$ cat src/rtl/itv_pkg.sv
package itv_pkg;
  localparam int BYTE_W = 8;
  localparam int CNT_W  = 2 * BYTE_W;
  localparam int SPAN_W = CNT_W + 1;
  localparam int NCH    = 2;
  localparam int MODE_W = 3;

  localparam logic [1:0] ADR_DATA_A = 2'd0;
  localparam logic [1:0] ADR_DATA_B = 2'd1;
  localparam logic [1:0] ADR_CTRL   = 2'd2;

  localparam logic [BYTE_W-1:0] STAT_DONE = 8'h20;

  typedef struct packed {
    logic              ok;
    logic              slot;
    logic [MODE_W-1:0] mode;
  } ctrl_dec_t;

  // Join two bytes into a count.
  function automatic logic [CNT_W-1:0] join_bytes(input logic [BYTE_W-1:0] hi,
                                                  input logic [BYTE_W-1:0] lo);
    return {hi, lo};
  endfunction

  // Map a count to its tick span; zero means the full range.
  function automatic logic [SPAN_W-1:0] span_of(input logic [CNT_W-1:0] v);
    if (v == '0) return {1'b1, {CNT_W{1'b0}}};
    return {1'b0, v};
  endfunction

  // Decode a control word.
  function automatic ctrl_dec_t decode_ctrl(input logic [BYTE_W-1:0] w);
    ctrl_dec_t d;
    d.mode = w[3:1];
    d.slot = w[7];
    d.ok   = (w[5:4] == 2'b11) && (w[6] == 1'b0);
    return d;
  endfunction
endpackage

$ cat src/rtl/itv_loader.sv
module itv_loader
  import itv_pkg::*;
(
  input  logic              clk,
  input  logic              rst_n,
  input  logic [NCH-1:0]    data_we,
  input  logic [BYTE_W-1:0] data_byte,
  output logic [NCH-1:0]    load_stb,
  output logic [CNT_W-1:0]  load_val,
  output logic              pend_o
);
  logic              pend_q;
  logic [BYTE_W-1:0] lo_q;
  logic              any_we;

  assign any_we   = |data_we;
  assign load_stb = pend_q ? data_we : '0;
  assign load_val = join_bytes(data_byte, lo_q);
  assign pend_o   = pend_q;

  always_ff @(posedge clk) begin
    if (!rst_n) begin
      pend_q <= 1'b0;
      lo_q   <= '0;
    end else if (any_we) begin
      pend_q <= ~pend_q;
      if (!pend_q) lo_q <= data_byte;
    end
  end


  pend_toggle_chk: assert property (@(posedge clk) disable iff (!rst_n)
    any_we |=> (pend_q != $past(pend_q)));

  single_load_chk: assert property (@(posedge clk) disable iff (!rst_n)
    $onehot0(load_stb));
endmodule

$ cat src/rtl/itv_ctrl_dec.sv
module itv_ctrl_dec
  import itv_pkg::*;
(
  input  logic              clk,
  input  logic              rst_n,
  input  logic              ctrl_we,
  input  logic [BYTE_W-1:0] ctrl_byte,
  output logic [NCH-1:0]    mode_we,
  output logic [MODE_W-1:0] mode_val,
  output logic              err_o
);
  ctrl_dec_t dec;
  logic      err_q;

  assign dec      = decode_ctrl(ctrl_byte);
  assign mode_val = dec.mode;
  assign err_o    = err_q;

  generate
    for (genvar g = 0; g < NCH; g++) begin : g_sel
      assign mode_we[g] = ctrl_we && dec.ok && (dec.slot == g[0]);
    end
  endgenerate

  always_ff @(posedge clk) begin
    if (!rst_n) err_q <= 1'b0;
    else        err_q <= ctrl_we && !dec.ok;
  end


  err_cause_chk: assert property (@(posedge clk) disable iff (!rst_n)
    err_q |-> $past(ctrl_we));

  refused_no_mode_chk: assert property (@(posedge clk) disable iff (!rst_n)
    (ctrl_we && ctrl_byte[5:4] != 2'b11) |-> (mode_we == '0));
endmodule

$ cat src/rtl/itv_channel.sv
module itv_channel
  import itv_pkg::*;
(
  input  logic              clk,
  input  logic              rst_n,
  input  logic              tick,
  input  logic              load,
  input  logic [CNT_W-1:0]  load_val,
  input  logic              mode_we,
  input  logic [MODE_W-1:0] mode_in,
  output logic [BYTE_W-1:0] status,
  output logic              expire
);
  logic [SPAN_W-1:0] cnt_q, ival_q;
  logic [MODE_W-1:0] mode_q;
  logic              run_q, exp_q;
  logic [BYTE_W-1:0] stat_q;
  logic              term_evt;

  // Named event: the running counter reaches its end on this tick.
  assign term_evt = run_q && tick && (cnt_q == SPAN_W'(1)) && !load;
  assign status   = stat_q;
  assign expire   = exp_q;

  always_ff @(posedge clk) begin
    if (!rst_n) begin
      mode_q <= '0;
    end else if (mode_we) begin
      mode_q <= mode_in;
    end
  end

  always_ff @(posedge clk) begin
    if (!rst_n) begin
      cnt_q  <= '0;
      ival_q <= '0;
      run_q  <= 1'b0;
      exp_q  <= 1'b0;
      stat_q <= '0;
    end else begin
      exp_q <= term_evt;
      if (load) begin
        cnt_q  <= span_of(load_val);
        ival_q <= span_of(load_val);
        run_q  <= 1'b1;
        stat_q <= '0;
      end else if (term_evt) begin
        if (mode_q == '0) begin
          run_q  <= 1'b0;
          stat_q <= STAT_DONE;
        end else begin
          cnt_q <= ival_q;
        end
      end else if (run_q && tick) begin
        cnt_q <= cnt_q - SPAN_W'(1);
      end
    end
  end


  load_clear_chk: assert property (@(posedge clk) disable iff (!rst_n)
    load |=> (stat_q == '0 && run_q));

  oneshot_stop_chk: assert property (@(posedge clk) disable iff (!rst_n)
    (term_evt && mode_q == '0) |=> (!run_q && stat_q == STAT_DONE && exp_q));

  reload_chk: assert property (@(posedge clk) disable iff (!rst_n)
    (term_evt && mode_q != '0) |=> (run_q && cnt_q == ival_q && exp_q));

  hold_chk: assert property (@(posedge clk) disable iff (!rst_n)
    (!tick && !load) |=> $stable(cnt_q));

  pulse_width_chk: assert property (@(posedge clk) disable iff (!rst_n)
    (exp_q && ival_q != SPAN_W'(1)) |=> !exp_q);
endmodule

$ cat src/rtl/itv_timer.sv
module itv_timer
  import itv_pkg::*;
(
  input  logic              clk,
  input  logic              rst_n,
  input  logic              tick,
  input  logic              wr_en,
  input  logic [1:0]        wr_addr,
  input  logic [BYTE_W-1:0] wr_data,
  output logic [BYTE_W-1:0] status_o,
  output logic [NCH-1:0]    expire_o,
  output logic              err_o
);
  logic [NCH-1:0]    data_we, load_stb, mode_we;
  logic [CNT_W-1:0]  load_val;
  logic [MODE_W-1:0] mode_val;
  logic              ctrl_we, pend;
  logic [BYTE_W-1:0] stat_w [NCH];

  assign data_we[0] = wr_en && (wr_addr == ADR_DATA_A);
  assign data_we[1] = wr_en && (wr_addr == ADR_DATA_B);
  assign ctrl_we    = wr_en && (wr_addr == ADR_CTRL);

  itv_loader u_load (
    .clk(clk), .rst_n(rst_n), .data_we(data_we), .data_byte(wr_data),
    .load_stb(load_stb), .load_val(load_val), .pend_o(pend)
  );

  itv_ctrl_dec u_dec (
    .clk(clk), .rst_n(rst_n), .ctrl_we(ctrl_we), .ctrl_byte(wr_data),
    .mode_we(mode_we), .mode_val(mode_val), .err_o(err_o)
  );

  generate
    for (genvar c = 0; c < NCH; c++) begin : g_ch
      itv_channel u_ch (
        .clk(clk), .rst_n(rst_n), .tick(tick),
        .load(load_stb[c]), .load_val(load_val),
        .mode_we(mode_we[c]), .mode_in(mode_val),
        .status(stat_w[c]), .expire(expire_o[c])
      );
    end
  endgenerate

  assign status_o = stat_w[NCH-1];


  unused_addr_chk: assert property (@(posedge clk) disable iff (!rst_n)
    (wr_en && wr_addr == 2'd3) |=> (pend == $past(pend)));

  reset_quiet_chk: assert property (@(posedge clk)
    !rst_n |=> (status_o == '0 && expire_o == '0 && !err_o && !pend));
endmodule

$ cat config.mk
export PLATFORM = sky130hd
export DESIGN_NAME = itv_timer
export DESIGN_NICKNAME = d
export VERILOG_FILES = /design/src/rtl/itv_pkg.sv /design/src/rtl/itv_loader.sv /design/src/rtl/itv_ctrl_dec.sv /design/src/rtl/itv_channel.sv /design/src/rtl/itv_timer.sv
export SDC_FILE = /design/constraint.sdc
export NUM_CORES = 1
export LEC_CHECK = 0
export ABC_AREA = 1
export BUFFER_PORTS_ARGS = -buffer_cell sky130_fd_sc_hd__buf_2
export CAP_MARGIN = 20
export CORE_ASPECT_RATIO = 0.9
export CORE_MARGIN = 4
export CORE_UTILIZATION = 50
export CTS_BUF_LIST = sky130_fd_sc_hd__clkbuf_8
export DETAILED_ROUTE_END_ITERATION = 7
export PLACE_DENSITY = 0.73
export SLEW_MARGIN = 15
export SYNTH_ARGS = -nofsm -noshare
export SYNTH_HDL_FRONTEND = slang
export SYNTH_SLANG_ARGS = --single-unit
$ cat constraint.sdc
create_clock -name clk -period 1.75 [get_ports clk]
set_input_delay 0.35 -clock clk [delete_from_list [all_inputs] [get_ports clk]]
set_output_delay 0.35 -clock clk [all_outputs]
set_load 0.05 [all_outputs]
# --- Yosys cells after proc, flatten, opt, wreduce, memory -nomap -nowiden ---
# Index checks and enable logic that the tools add are counted.
totals:
  output_inout_bits: 11
  register_bits: 89
  input_bits: 14
  word_cells: 85
op_classes:
  n_reduce_logical: 35
  n_bitwise: 4
  muxes: 23
  n_eq_ne: 7
  n_addsub: 2
ops:
  columns: ["operator", "n"]
  rows:
  - ["$mux 17", 11]
  - ["$eq 17x1->1 const B", 2]
  - ["$sub 17x1->17 const B", 2]
  - ["$logic_not 16->1", 1]
  - ["$logic_and 1x1->1", 14]
  - ["$reduce_and 2->1", 6]
  - ["$mux 1", 11]
  - ["$reduce_bool 2->1", 4]
  - ["$logic_not 3->1", 2]
  - ["$ne 3x3->1 const B", 2]
  - ["$reduce_bool 3->1", 2]
  - ["$eq 2x2->1 const B", 2]
  - ["$not 1->1", 4]
  - ["$reduce_or 2->1", 2]
  - ["$logic_not 1->1", 3]
  - ["$eq 2x1->1 const B", 1]
  - ["$logic_not 2->1", 1]
  - ["$mux 2", 1]

# --- Depth between registers and ports, before layout ---
# Gate-level depths: netlist of the first run.
depth:
  depth_word: 7
  mapped_depth: 13
  ltp_nobuf: 13

# --- Hierarchy ---
# Synthesis of the first run repeated with hierarchy kept, for this count alone.
hier_totals:
  cells_unflattened: 824
  hier_area_um2: 5261.3
modules_own_cells:
  columns: ["mod", "area_each_um2", "seq_area_each_um2", "instances", "cells_each"]
  rows:
  - ["itv_channel at g_ch[1].u_ch", 2346.0, 800.8, 1, 368]
  - ["itv_channel at g_ch[0].u_ch", 2339.7, 800.8, 1, 366]
  - ["itv_loader", 475.5, 180.2, 1, 72]
  - ["itv_ctrl_dec", 73.8, 20.0, 1, 11]
  - ["itv_timer", 26.3, 0.0, 1, 7]

# --- Worst setup path before layout of the first run ---
# Ideal clock, no wire load.
synth_path:
  kind: "reg2reg"
  startpoint: "register g_ch[1].u_ch.cnt_q[1]"
  endpoint: "register g_ch[1].u_ch.cnt_q[4]"
  setup_ns: 0.112
  path_stages_with_launch: 13
  t_required_ns: 1.638
  n_path_buf: 1
  setup_slack_ns: 0.175
  arrival_time_ns: 1.464
  synth_period_minus_slack_ns: 1.575
  cell_sequence: "dfxtp_1 > inv_1 > ha_1 > inv_1 > nor2_1 > nand3_1 > nor2_2 > nand4_1 > nand2_2 > buf_2 > nand2_1 > nand2_1 > nor2_1"
synth_via:
  elab_chain_len: 5
  elab_cells_between_ends: 10
  cone_classes: "add/sub (1); eq/ne (2); mux (3); reduce/logical (4)"
synth_lines:
  columns: ["item", "line", "text"]
  rows:
  - ["start: declaration", "itv_channel.sv:14", "logic [SPAN_W-1:0] cnt_q, ival_q;"]
  - ["start signal: assignment", "itv_channel.sv:43", "cnt_q <= span_of(load_val);"]
  - ["start signal: assignment", "itv_channel.sv:52", "cnt_q <= ival_q;"]
  - ["start signal: assignment", "itv_channel.sv:55", "cnt_q <= cnt_q - SPAN_W'(1);"]
  - ["parallel branches: the longest is 5 deep, another holds $sub 17x1->17", null, null]
# Several ways; the timed one is not identified. The select of a mux whose other input is x is not followed.
# A chain may end at the register's enable or synchronous reset.

# --- Final worst setup path of the first run ---
layout_path:
  startpoint: "register g_ch[0].u_ch.cnt_q[1]"
  endpoint: "register g_ch[0].u_ch.cnt_q[8]"
layout_via:
  elab_chain_len: 5
  elab_cells_between_ends: 10
  cone_classes: "add/sub (1); eq/ne (2); mux (3); reduce/logical (4)"
layout_lines:
  columns: ["item", "line"]
  rows:
  - ["start: declaration", "itv_channel.sv:14"]
  - ["start signal: assignment", "itv_channel.sv:43"]
  - ["start signal: assignment", "itv_channel.sv:52"]
  - ["start signal: assignment", "itv_channel.sv:55"]
  - ["parallel branches: the longest is 5 deep, another holds $sub 17x1->17", null]
# Several ways; the timed one is not identified. The select of a mux whose other input is x is not followed.

==> impl_results.md, run 1 <==
- Sequential-to-total area share from yosys stat: 35.3%
- Routed vias: between 5000 and 6000
- Worst flop-to-flop path endpoint: g_ch[0].u_ch.cnt_q[8]$_SDFFE_PN0P_
- Worst path required time: 2.06 ns
- Min Tclk post-route: 1.77 ns
- Pin count of the biggest net entering global routing: 38
- Number of global-route vias before repair: 4769
- RSZ-0062 raised after global routing: yes
- Sequential power share: 45.6%
- CP arrival: 2.08 ns
- Proportion of layout cells with a drive suffix above 1: 20.9%
- PwrDens: 735 nW/um^2
- Buf/Inv on CP: 3
- Design Power: around 0.0046 W
- Worst R2R Path Depth: 11
- Critical path origin: g_ch[0].u_ch.cnt_q[1]$_SDFFE_PN0P_
- Dpl ws: -0.0942 ns
- Clk buf depth: 2
- Highest-delay cell along the critical path: dfxtp_2
- Drt initial violations: roughly 350
- CORE AREA: around 10000 sq um
- Cell Chain, Critical Path: inv_2, buf_4, ha_2, nand2_1, nor2_2, buf_4, xor2_2, nand2_4, nand2_2, nor2_4, nor2_2
- Setup_tns: -0.0250 ns
- Final setup viols: 2
- Reg2reg start: g_ch[0].u_ch.cnt_q[1]$_SDFFE_PN0P_
- Hold Startpoint: wr_en
- Clock-pin slew on the worst setup and hold paths: about 0.09 ns
- Clock root buffer master: clkbuf_8
- Port Buffers: 17
- Vias per std cell: 5.28
- Combinational share of power: about 20%
- Vert. Die Dim: around 100 microns
- Detailed placement HPWL: 9620 microns
- Drt pass-1 iters: 5
- FF+latch count, synth: 89
- Skew-Pair Late Insertion Delay: 0.37 ns
- Critical Path Max Stage Delay: between 0.3 and 0.4 ns
- Maximum capacitance violations: 0
- Status: finished with violations
- Chip width: between 100 and 150 microns
- Fin crit share: 101%
- Critical path launch point type: flop
- Cell row count: 34
- Num CTS Buffers: 9
- Starting Density: 51.8%
- Final net count: 903
- Final Cell Area: between 6000 and 7000 sq um
- H-Tree Depth: 3
- Fmax: 0.566 GHz
- CP top delay family: simple AND/OR/NAND/NOR gates
- Fin Clk Skew: 0.00806 ns
- Synthesized area: slightly above 5000 sq um
- Die Area: around 12000 sq um
- Final Hold Fails: 0
- Fin. max-slew vios: 0
- Hold WC Path Type: in2reg
- Dpl cell area: 5460 sq um
- Core Util, Final: 64.5%
- Switching power: 0.00141 W
- First-pass GRT wire length: about 22000 microns
- Endpoint, Worst Hold: u_dec.err_o$_SDFF_PN0_
- Kind of critical path: reg2reg
- Total track usage: 23.1%
- # IOs: 25
- WL per Instance: 14.2 microns
- Routed Wire Length: 14400 microns
- Clock sink count: 89
- Syn Inst Count: between 800 and 900
- R2R setup slack: -0.02 ns
- Final GP Congestion: 0.857
- Crit end category: flop
- Clock power frac: between 30% and 40%
- CTS tree: built
- Yosys cell types: 32
- Final setup margin: -0.0156 ns
- Post-route antenna net violation count: 0
- Cell internal pwr: 0.00321 W
- CP Max Fanout: 5
- VDD IR max: 0.488 mV
- # DRC: 0
- Switching Share: 30.5%
- Avg Cell Area, Syn: 6.08 sq um
- Synth warn: 0
- CTS Hold Bufs: 0
- LEAKAGE: 3.06 nW
- Initial antenna violation count: 1
- Area Growth Syn to Fin: 24.6%
- Failing checks: negative setup slack
- Hold depth: 3
- GRT overflow: 0
- # diodes: 0
==> cells in the final DEF (no fill, tap or decap), types with 2 or more instances in the layout <==
master     instances
dfxtp_2            4
xor2_1             9
nand3_1           53
nand4_1           16
nand2_4            6
nand3_2            3
nor2_2            13
o21ai_2            3
ha_4               2
a21oi_1           48
buf_6              9
buf_12             7
buf_2             17
dfxtp_1           85
nor2_4            10
clkbuf_8           9
bufinv_16          2
ha_2               2
nand2_1          228
nand2_2           35
nor3_1             5
a21oi_2            4
conb_1             7
inv_1            104
inv_2              7
clkbuf_16          6
clkinv_4           2
buf_4             36
o21ai_0           22
nor2_1           122
==> worst min-delay path: stages <==
cell	delay, ns
buf_2	0.11
nand2_1	0.09
nor4_1	0.05
==> worst max-delay path by stage <==
stage | to | slack (ns) | cells past startpoint
finish | g_ch[0].u_ch.cnt_q[8]$_SDFFE_PN0P_ | -0.02 | 11
detailed placement | g_ch[0].u_ch.cnt_q[9]$_SDFFE_PN0P_ | -0.09 | 9
floorplan | g_ch[1].u_ch.cnt_q[4]$_SDFFE_PN0P_ | 0.17 | 12
global route | g_ch[1].u_ch.cnt_q[13]$_SDFFE_PN0P_ | -0.11 | 11
global placement | g_ch[0].u_ch.cnt_q[9]$_SDFFE_PN0P_ | -0.04 | 9
CTS | g_ch[1].u_ch.cnt_q[5]$_SDFFE_PN0P_ | 0.009 | 12
==> through the flow <==
stage	hold slack, ns	instances
3_5_place_dp	0.439	981
6_report	0.275	1016
2_1_floorplan	0.423	836
4_1_cts	0.255	997
5_1_grt	0.264	1016
3_3_place_gp	0.433	981
==> cell type report <==
class	instances	area (sq um)
flip-flops and latches	89	1790
clock inverters	7	95.1
repair buffers	76	762
multi-input cells	598	2950
clock buffers	9	124
inverters	111	417
well taps	126	158
fillers	857	3450
==> Yosys cell counts (all sizes together) <==
library cell | count | area share, %
a21oi | 53 | 5.3
xor2 | 10 | 1.7
buf | 28 | 3.8
nand3b | 1 | 0.15
nand2 | 270 | 20
inv | 110 | 8.2
conb | 1 | 0.074
nor2 | 145 | 11
nor3 | 6 | 0.82
nand3 | 57 | 6.0
dfxtp | 89 | 35
o21ai | 26 | 2.8
ha | 4 | 0.99
clkbuf | 10 | 0.74
clkinv | 1 | 0.074
nor4 | 1 | 0.12
nand4 | 17 | 2.2
o211ai | 1 | 0.15
==> routing by layer <==
layer	track usage [%]	vias up	share of wire, %
met5	0	-	0.090
met4	6.76	2	1.7
met3	4.30	26	6.5
met2	37.9	176	46
met1	31.3	2503	46
li1	-	2653	-
==> sequential cells by signal, summed over array words and instances, names as in the netlist <==
signal,flops
g_ch.u_ch.expire,2
g_ch.u_ch.ival_q,34
u_load.pend_o,1
u_load.lo_q,8
g_ch.u_ch.mode_q,6
g_ch.u_ch.status,1
g_ch.u_ch.cnt_q,34
u_dec.err_o,1
g_ch.u_ch.run_q,2
==> cell families (layout without fill, tap and decap cells) <==
family,Yosys count,after routing,synth area share (%)
buf+inv,149,203,12.8
xor+xnor,10,10,1.74
other cells,1,7,0.0743
compound gates,80,80,8.28
flops,89,89,35.3
simple gates,497,497,40.8
fa+ha+maj,4,4,0.992
==> power groups by stage <==
stage               Clock, W  Combinational [W]  Sequential (W)
detailed placement         0           0.000780         0.00215
global placement           0           0.000759         0.00215
CTS                  0.00162           0.000787         0.00210
floorplan                  0           0.000566         0.00214
global route         0.00170            0.00101         0.00211
finish               0.00159           0.000919         0.00211
==> what timing repair did <==
action	CTS	global route
gates cloned	0	8
gates resized for setup	3	104
endpoints found under the setup margin	17	36
buffers inserted	0	11
pin swaps	0	39
(Power assumes the default switching activity.)
==> run 2: changes to the inputs <==
- CORE_UTILIZATION: 50 -> 51
- PLACE_DENSITY: 0.73 -> 0.68
==> run 2 against run 1 <==
Net effect:
- the run still ends with negative setup slack left
- maximum frequency decreased by 0.36%
- combinational power shrank 7.2%
- sequential power is essentially flat
- largest power group unchanged
- highest routed layer is now met4
==> impl_results.md, run 2 (synthesis results as in run 1) <==
- Final Hold Fails: 0 (unchanged)
- Cell row count: 34 (unchanged)
- Chip width: 113 microns (-0.92%)
- Setup_tns: -0.0341 ns (-0.00913 ns)
- Skew-Pair Late Insertion Delay: 0.38 ns (about the same)
- PwrDens: 745 nW/um^2 (+1.4%)
- Vert. Die Dim: 102 microns (-0.91%)
- Hold Startpoint: wr_addr[1]
- Drt pass-1 iters: 5 (unchanged)
- Final GP Congestion: 0.903 (+5.5%)
- Commonest non-fill, non-tap cell in the layout: nand2_1
- Fmax: 0.564 GHz (-0.36%)
- Failing checks: negative setup slack
- Switching power: 0.00143 W (+1.4%)
- Pin count of the biggest net entering global routing: 47 (+24%)
- Fin crit share: 101% (+0.37 points)
- Critical path launch point type: flop
- Final setup margin: -0.0220 ns (-0.00639 ns)
- Rel. slew slack: 62.3%
- Worst R2R Path Depth: 12 (+1)
- First-pass GRT wire length: 21600 microns (-1.2%)
- Design Power: 0.00450 W (-2.5%)
- Biggest regs: g_ch.u_ch.cnt_q (34), g_ch.u_ch.ival_q (34), u_load.lo_q (8)
- Clock root buffer master: clkbuf_8
- Cell internal pwr: 0.00307 W (-4.3%)
- LEAKAGE: 2.98 nW (-2.6%)
- Clock sink count: 89 (unchanged)
- Port Buffers: 17 (unchanged)
- Hold depth: 3 (unchanged)
- Total track usage: 23.3% (+0.24 points)
- Final net count: 893 (-1.1%)
- Reg2reg start: g_ch[1].u_ch.cnt_q[1]$_SDFFE_PN0P_
- CTS Hold Bufs: 0 (unchanged)
- Worst flop-to-flop path endpoint: g_ch[1].u_ch.cnt_q[11]$_SDFFE_PN0P_
- GRT overflow: 0 (unchanged)
- Final Cell Area: 6040 sq um (-3.9%)
- CORE AREA: 9660 sq um (-0.87%)
- Routed vias: 5216 (-2.7%)
- Clock-pin slew on the worst setup and hold paths: 0.10 ns (about the same)
- WL per Instance: 14.3 microns (+0.87%)
- Core Util, Final: 62.6% (-1.9 points)
- Hold WC Path Type: in2reg
- # DRC: 0 (unchanged)
- Post-route antenna net violation count: 0 (unchanged)
- Fin. max-slew vios: 0 (unchanged)
- Endpoint, Worst Hold: u_dec.err_o$_SDFF_PN0_
- Detailed placement HPWL: 9480 microns (-1.5%)
- # IOs: 25 (unchanged)
- RSZ-0062 raised after global routing: yes
- Starting Density: 52.2% (+0.46 points)
- R2R setup slack: -0.02 ns (about the same)
- Dpl cell area: 5380 sq um (-1.3%)
- Maximum capacitance violations: 0 (unchanged)
- Drt initial violations: 352 (+0.28%)
- Clk buf depth: 2 (unchanged)
- Crit end category: flop
- Sequential power share: 47.0% (+1.4 points)
- Combinational share of power: 18.9% (-1.0 points)
- Min Tclk post-route: 1.77 ns (+0.00639 ns)
- Final setup viols: 3 (+1)
- # diodes: 0 (unchanged)
- Slew @ Worst Pin: between 0.5 and 0.6 ns
- Vias per std cell: 5.18 (-1.7%)
- Worst path required time: 2.03 ns (-0.03 ns)
- Switching Share: 31.8% (+1.2 points)
- CP Max Fanout: 6 (+1)
- Status: finished with violations
- Post-Layout Cell Count: 1006 (-0.98%)
- Routed Wire Length: 14400 microns (-0.13%)
- Num CTS Buffers: 9 (unchanged)
- Number of global-route vias before repair: 4516 (-5.3%)
- Most frequent cells in the layout: nand2_1 (250), nor2_1 (130), inv_1 (103), dfxtp_1 (85), a21oi_1 (51)
- Kind of critical path: reg2reg
- Fin Clk Skew: 0.0110 ns (+0.00292 ns)
- VDD IR max: 0.765 mV (+57%)
- Proportion of layout cells with a drive suffix above 1: 16.4% (-4.5 points)
- Area Growth Syn to Fin: 19.8%
- Clock power frac: 34.1% (-0.4 points)
- CP arrival: 2.06 ns (-0.02 ns)
- H-Tree Depth: 3 (unchanged)
- CTS tree: built
- Initial antenna violation count: 0 (-1)
- Cell count after placement: 973 (-0.82%)
- Die Area: 11500 sq um (-1.8%)
-- run 2: how the worst max path moves through the flow --
stage	start	end	cells past startpoint
final	g_ch[1].u_ch.cnt_q[1]$_SDFFE_PN0P_	g_ch[1].u_ch.cnt_q[11]$_SDFFE_PN0P_	12
after global routing	g_ch[1].u_ch.cnt_q[1]$_SDFFE_PN0P_	g_ch[1].u_ch.cnt_q[4]$_SDFFE_PN0P_	12
after CTS	g_ch[1].u_ch.cnt_q[1]$_SDFFE_PN0P_	g_ch[1].u_ch.cnt_q[10]$_SDFFE_PN0P_	12
after detailed placement	g_ch[0].u_ch.cnt_q[1]$_SDFFE_PN0P_	g_ch[0].u_ch.cnt_q[9]$_SDFFE_PN0P_	9
after global placement	g_ch[1].u_ch.cnt_q[1]$_SDFFE_PN0P_	g_ch[1].u_ch.cnt_q[10]$_SDFFE_PN0P_	12
after floorplan	g_ch[1].u_ch.cnt_q[1]$_SDFFE_PN0P_	g_ch[1].u_ch.cnt_q[4]$_SDFFE_PN0P_	12
-- run 2: through the flow --
| stage | setup slack, ns | hold WS, ns |
|---|---|---|
| global route | -0.125 | 0.242 |
| finish | -0.0220 | 0.249 |
| global placement | 0.000229 | 0.433 |
| CTS | 0.0165 | 0.233 |
| floorplan | 0.175 | 0.423 |
| detailed placement | -0.0777 | 0.436 |
-- run 2: critical path, stage by stage, from the launching register on --
cell	delay, ns
dfxtp_2	0.34
inv_2	0.08
ha_4	0.15
inv_4	0.04
nor2_4	0.11
nand3_2	0.10
nor2_4	0.17
nand4_1	0.16
nand2_4	0.20
buf_2	0.18
nand2_1	0.05
nand2_1	0.05
nor2_1	0.06
-- run 2: power groups by stage --
stage	registers [W]	logic [W]	clock network, W
after CTS	0.00211	0.000769	0.00156
after floorplan	0.00214	0.000566	0
after global routing	0.00212	0.000953	0.00165
final	0.00211	0.000853	0.00154
after detailed placement	0.00216	0.000762	0
after global placement	0.00215	0.000749	0
-- run 2: layout make-up --
type,count,area [sq um]
inverters,111,419
clock inverters,7,88.8
well taps,126,158
multi-input cells,598,2820
flip-flops and latches,89,1790
repair buffers,66,647
fillers,860,3610
clock buffers,9,124
-- run 2: routing by layer --
metal	global-route usage, %	vias up	part of all wire (%)
met3	4.38	16	8.4
met1	33.2	2353	46
met5	0	-	0
met4	7.02	0	1.3
li1	-	2645	-
met2	36.1	202	44
-- run 2: timing repair --
item / in CTS / in global routing
endpoints found under the setup margin: 14 / 36
buffers inserted: 0 / 8
cloned: 0 / 9
pin swaps: 0 / 32
gates resized for setup: 3 / 59
==> run 3: changes to the inputs <==
- BUFFER_PORTS_ARGS: -buffer_cell sky130_fd_sc_hd__buf_2 -> default
- DONT_BUFFER_PORTS: default -> 1
- PLACE_DENSITY: 0.68 -> 0.66
==> run 3 against run 2 <==
Net effect:
- the run still ends with negative setup slack left
- register-to-register slack is essentially flat
- sequential share of layout area grew 0.85 points
- via count shrank 4.4%
- sequential power is essentially flat
- worst setup slack gained 0.0041 ns
- core utilization shrank 1.7 points
- largest power group unchanged
==> impl_results.md, run 3 (synthesis results as in run 1) <==
- PwrDens: 781 nW/um^2 (+4.9%)
- Routed Wire Length: 13100 microns (-9.1%)
- Crit end category: flop
- CTS tree: built
- CP Max Fanout: 6 (unchanged)
- # DRC: 0 (unchanged)
- Min Tclk post-route: 1.77 ns (-0.00412 ns)
- Skew-Pair Late Insertion Delay: 0.38 ns (about the same)
- Final Hold Fails: 0 (unchanged)
- Dpl cell area: 5310 sq um (-1.4%)
- # diodes: 0 (unchanged)
- Vias per std cell: 5.08 (-2.1%)
- First-pass GRT wire length: 20900 microns (-3.4%)
- Detailed placement HPWL: 9190 microns (-3.0%)
- RSZ-0062 raised after global routing: yes
- Initial antenna violation count: 0 (unchanged)
- Highest-delay cell along the critical path: dfxtp_2
- Worst R2R Path Depth: 12 (unchanged)
- Chip width: 113 microns (unchanged)
- CP top delay family: simple AND/OR/NAND/NOR gates
- Num CTS Buffers: 9 (unchanged)
- WL per Instance: 13.3 microns (-6.8%)
- Post-Layout Cell Count: 982 (-2.4%)
- Rel. slew slack: 62.3% (about the same)
- Commonest non-fill, non-tap cell in the layout: nand2_1
- Number of fill cells: 927 (+7.8%)
- Fin crit share: 101% (-0.24 points)
- Crit path depth: 12 (unchanged)
- Proportion of layout cells with a drive suffix above 1: 13.7% (-2.7 points)
- Drt pass-1 iters: 5 (unchanged)
- Post-route antenna net violation count: 0 (unchanged)
- Final GP Congestion: 0.884 (-2.2%)
- Cell row count: 34 (unchanged)
- Cell count after placement: 957 (-1.6%)
- Status: finished with violations
- Vert. Die Dim: 102 microns (unchanged)
- Kind of critical path: reg2reg
- Cell Chain, Critical Path: inv_2, ha_4, inv_2, nor2_2, nand3_2, nor2_4, nand4_4, nand2_8, buf_12, nand2_4, nand2_2, a21oi_2
- Critical Path Max Stage Delay: 0.33 ns (about the same)
- Clock sink count: 89 (unchanged)
- Die Area: 11500 sq um (unchanged)
- Number of global-route vias before repair: 4394 (-2.7%)
- Clk buf depth: 2 (unchanged)
- LEAKAGE: 2.86 nW (-4.1%)
- Area Growth Syn to Fin: 16.5%
- Pin count of the biggest net entering global routing: 48 (+2.1%)
- CP most frequent cell: inv_2
- Core Util, Final: 60.8% (-1.7 points)
- Grt met2 use: 34.5% (-1.6 points)
- Final setup viols: 6 (+3)
- CTS Hold Bufs: 0 (unchanged)
- CORE AREA: 9660 sq um (unchanged)
- Hold WC Path Type: in2reg
- GRT overflow: 0 (unchanged)
- Hold depth: 2 (-1)
- Final Cell Area: 5880 sq um (-2.8%)
- Total track usage: 22.6% (-0.77 points)
- Top Usage Layer GRT: met2
- Most frequent cells in the layout: nand2_1 (247), nor2_1 (132), inv_1 (104), dfxtp_1 (85), nand3_1 (54)
- Fin. max-slew vios: 0 (unchanged)
- Met1 usage: 32.0% (-1.2 points)
- Clock-pin slew on the worst setup and hold paths: 0.10 ns (about the same)
- Clock root buffer master: clkbuf_8
- R2R setup slack: -0.02 ns (about the same)
- Starting Density: 52.2% (unchanged)
- VDD IR max: 0.506 mV (-34%)
- Worst path required time: 2.02 ns (about the same)
- Final setup margin: -0.0179 ns (+0.00412 ns)
- Critical path launch point type: flop
- # IOs: 25 (unchanged)
- Routed vias: 4986 (-4.4%)
- Final net count: 869 (-2.7%)
- Design Power: 0.00459 W (+2.0%)
- Slew @ Worst Pin: 0.565 ns (+0.00358 ns)
- Fmax: 0.566 GHz (+0.23%)
- Drt initial violations: 282 (-20%)
- Failing checks: negative setup slack
- Buf/Inv on CP: 3 (unchanged)
- Maximum capacitance violations: 0 (unchanged)
- CP arrival: 2.04 ns (-0.02 ns)
- Fin Clk Skew: 0.0164 ns (+0.00541 ns)
- H-Tree Depth: 3 (unchanged)
- Biggest regs: g_ch.u_ch.cnt_q (34), g_ch.u_ch.ival_q (34), u_load.lo_q (8)
- Met3 usage: 5.57% (+1.2 points)
- Port Buffers: 0 (-17)
-- run 3: changes by cell type in the layout (fill, tap and decap cells not counted), sizes merged --
cell / delta
bufinv: +1
buf: -22
clkbuf: -1
clkinv: -2
-- run 3: path summary, 6_finish.rpt --
check | end | startpoint
worst max-delay path | g_ch[0].u_ch.cnt_q[13]$_SDFFE_PN0P_ | g_ch[0].u_ch.cnt_q[1]$_SDFFE_PN0P_
worst min-delay path | g_ch[0].u_ch.cnt_q[11]$_SDFFE_PN0P_ | rst_n
worst max register to register | g_ch[0].u_ch.cnt_q[13]$_SDFFE_PN0P_ | g_ch[0].u_ch.cnt_q[1]$_SDFFE_PN0P_
worst min register to register | g_ch[0].u_ch.mode_q[1]$_SDFFE_PN0P_ | g_ch[0].u_ch.mode_q[1]$_SDFFE_PN0P_
-- run 3: power breakdown --
part / total [W] / switching, W / internal [W]
sequential: 0.00211 / 0.0000431 / 0.00207
combinational: 0.000789 / 0.000486 / 0.000303
clock: 0.00169 / 0.000830 / 0.000862
total: 0.00459 / 0.00136 / 0.00323
-- run 3: worst register-to-register path, stage by stage (launching register included) --
cell and delay (ns):
dfxtp_2 0.33, inv_2 0.08, ha_4 0.13, inv_2 0.03
nor2_2 0.11, nand3_2 0.10, nor2_4 0.23, nand4_4 0.18
nand2_8 0.16, buf_12 0.15, nand2_4 0.05, nand2_2 0.07
a21oi_2 0.03
-- run 3: repair_timing --
item / CTS / global route
setup endpoints to repair: 20 / 36
cloned: 0 / 4
pin swaps: 2 / 35
setup buffers: 1 / 4
resized for setup: 7 / 52
-- run 3: metal layers --
metal  share of wire, %  vias up
li1                   -     2594
met1                 47     2233
met2                 44      147
met3                7.9       12
met4                1.3        0
met5                  0        -
-- run 3: cell type report --
cell class / instances / area [sq um] / share of cell area [%]
inverter: 111 / 419 / 7.13
tap: 126 / 158 / 2.68
clock buffer: 10 / 138 / 2.34
clock inverter: 6 / 95.1 / 1.62
timing repair buffer: 42 / 450 / 7.67
multi-input combinational: 598 / 2830 / 48.1
sequential: 89 / 1790 / 30.4
-- run 3: stage by stage --
step	TNS, ns	hold slack (ns)	setup WS, ns
after floorplan	0	0.423	0.175
after global placement	-0.218	0.431	-0.0685
after detailed placement	-0.661	0.437	-0.123
after CTS	0	0.0704	0.00108
after global routing	-1.55	0.0543	-0.104
final	-0.0530	0.0712	-0.0179
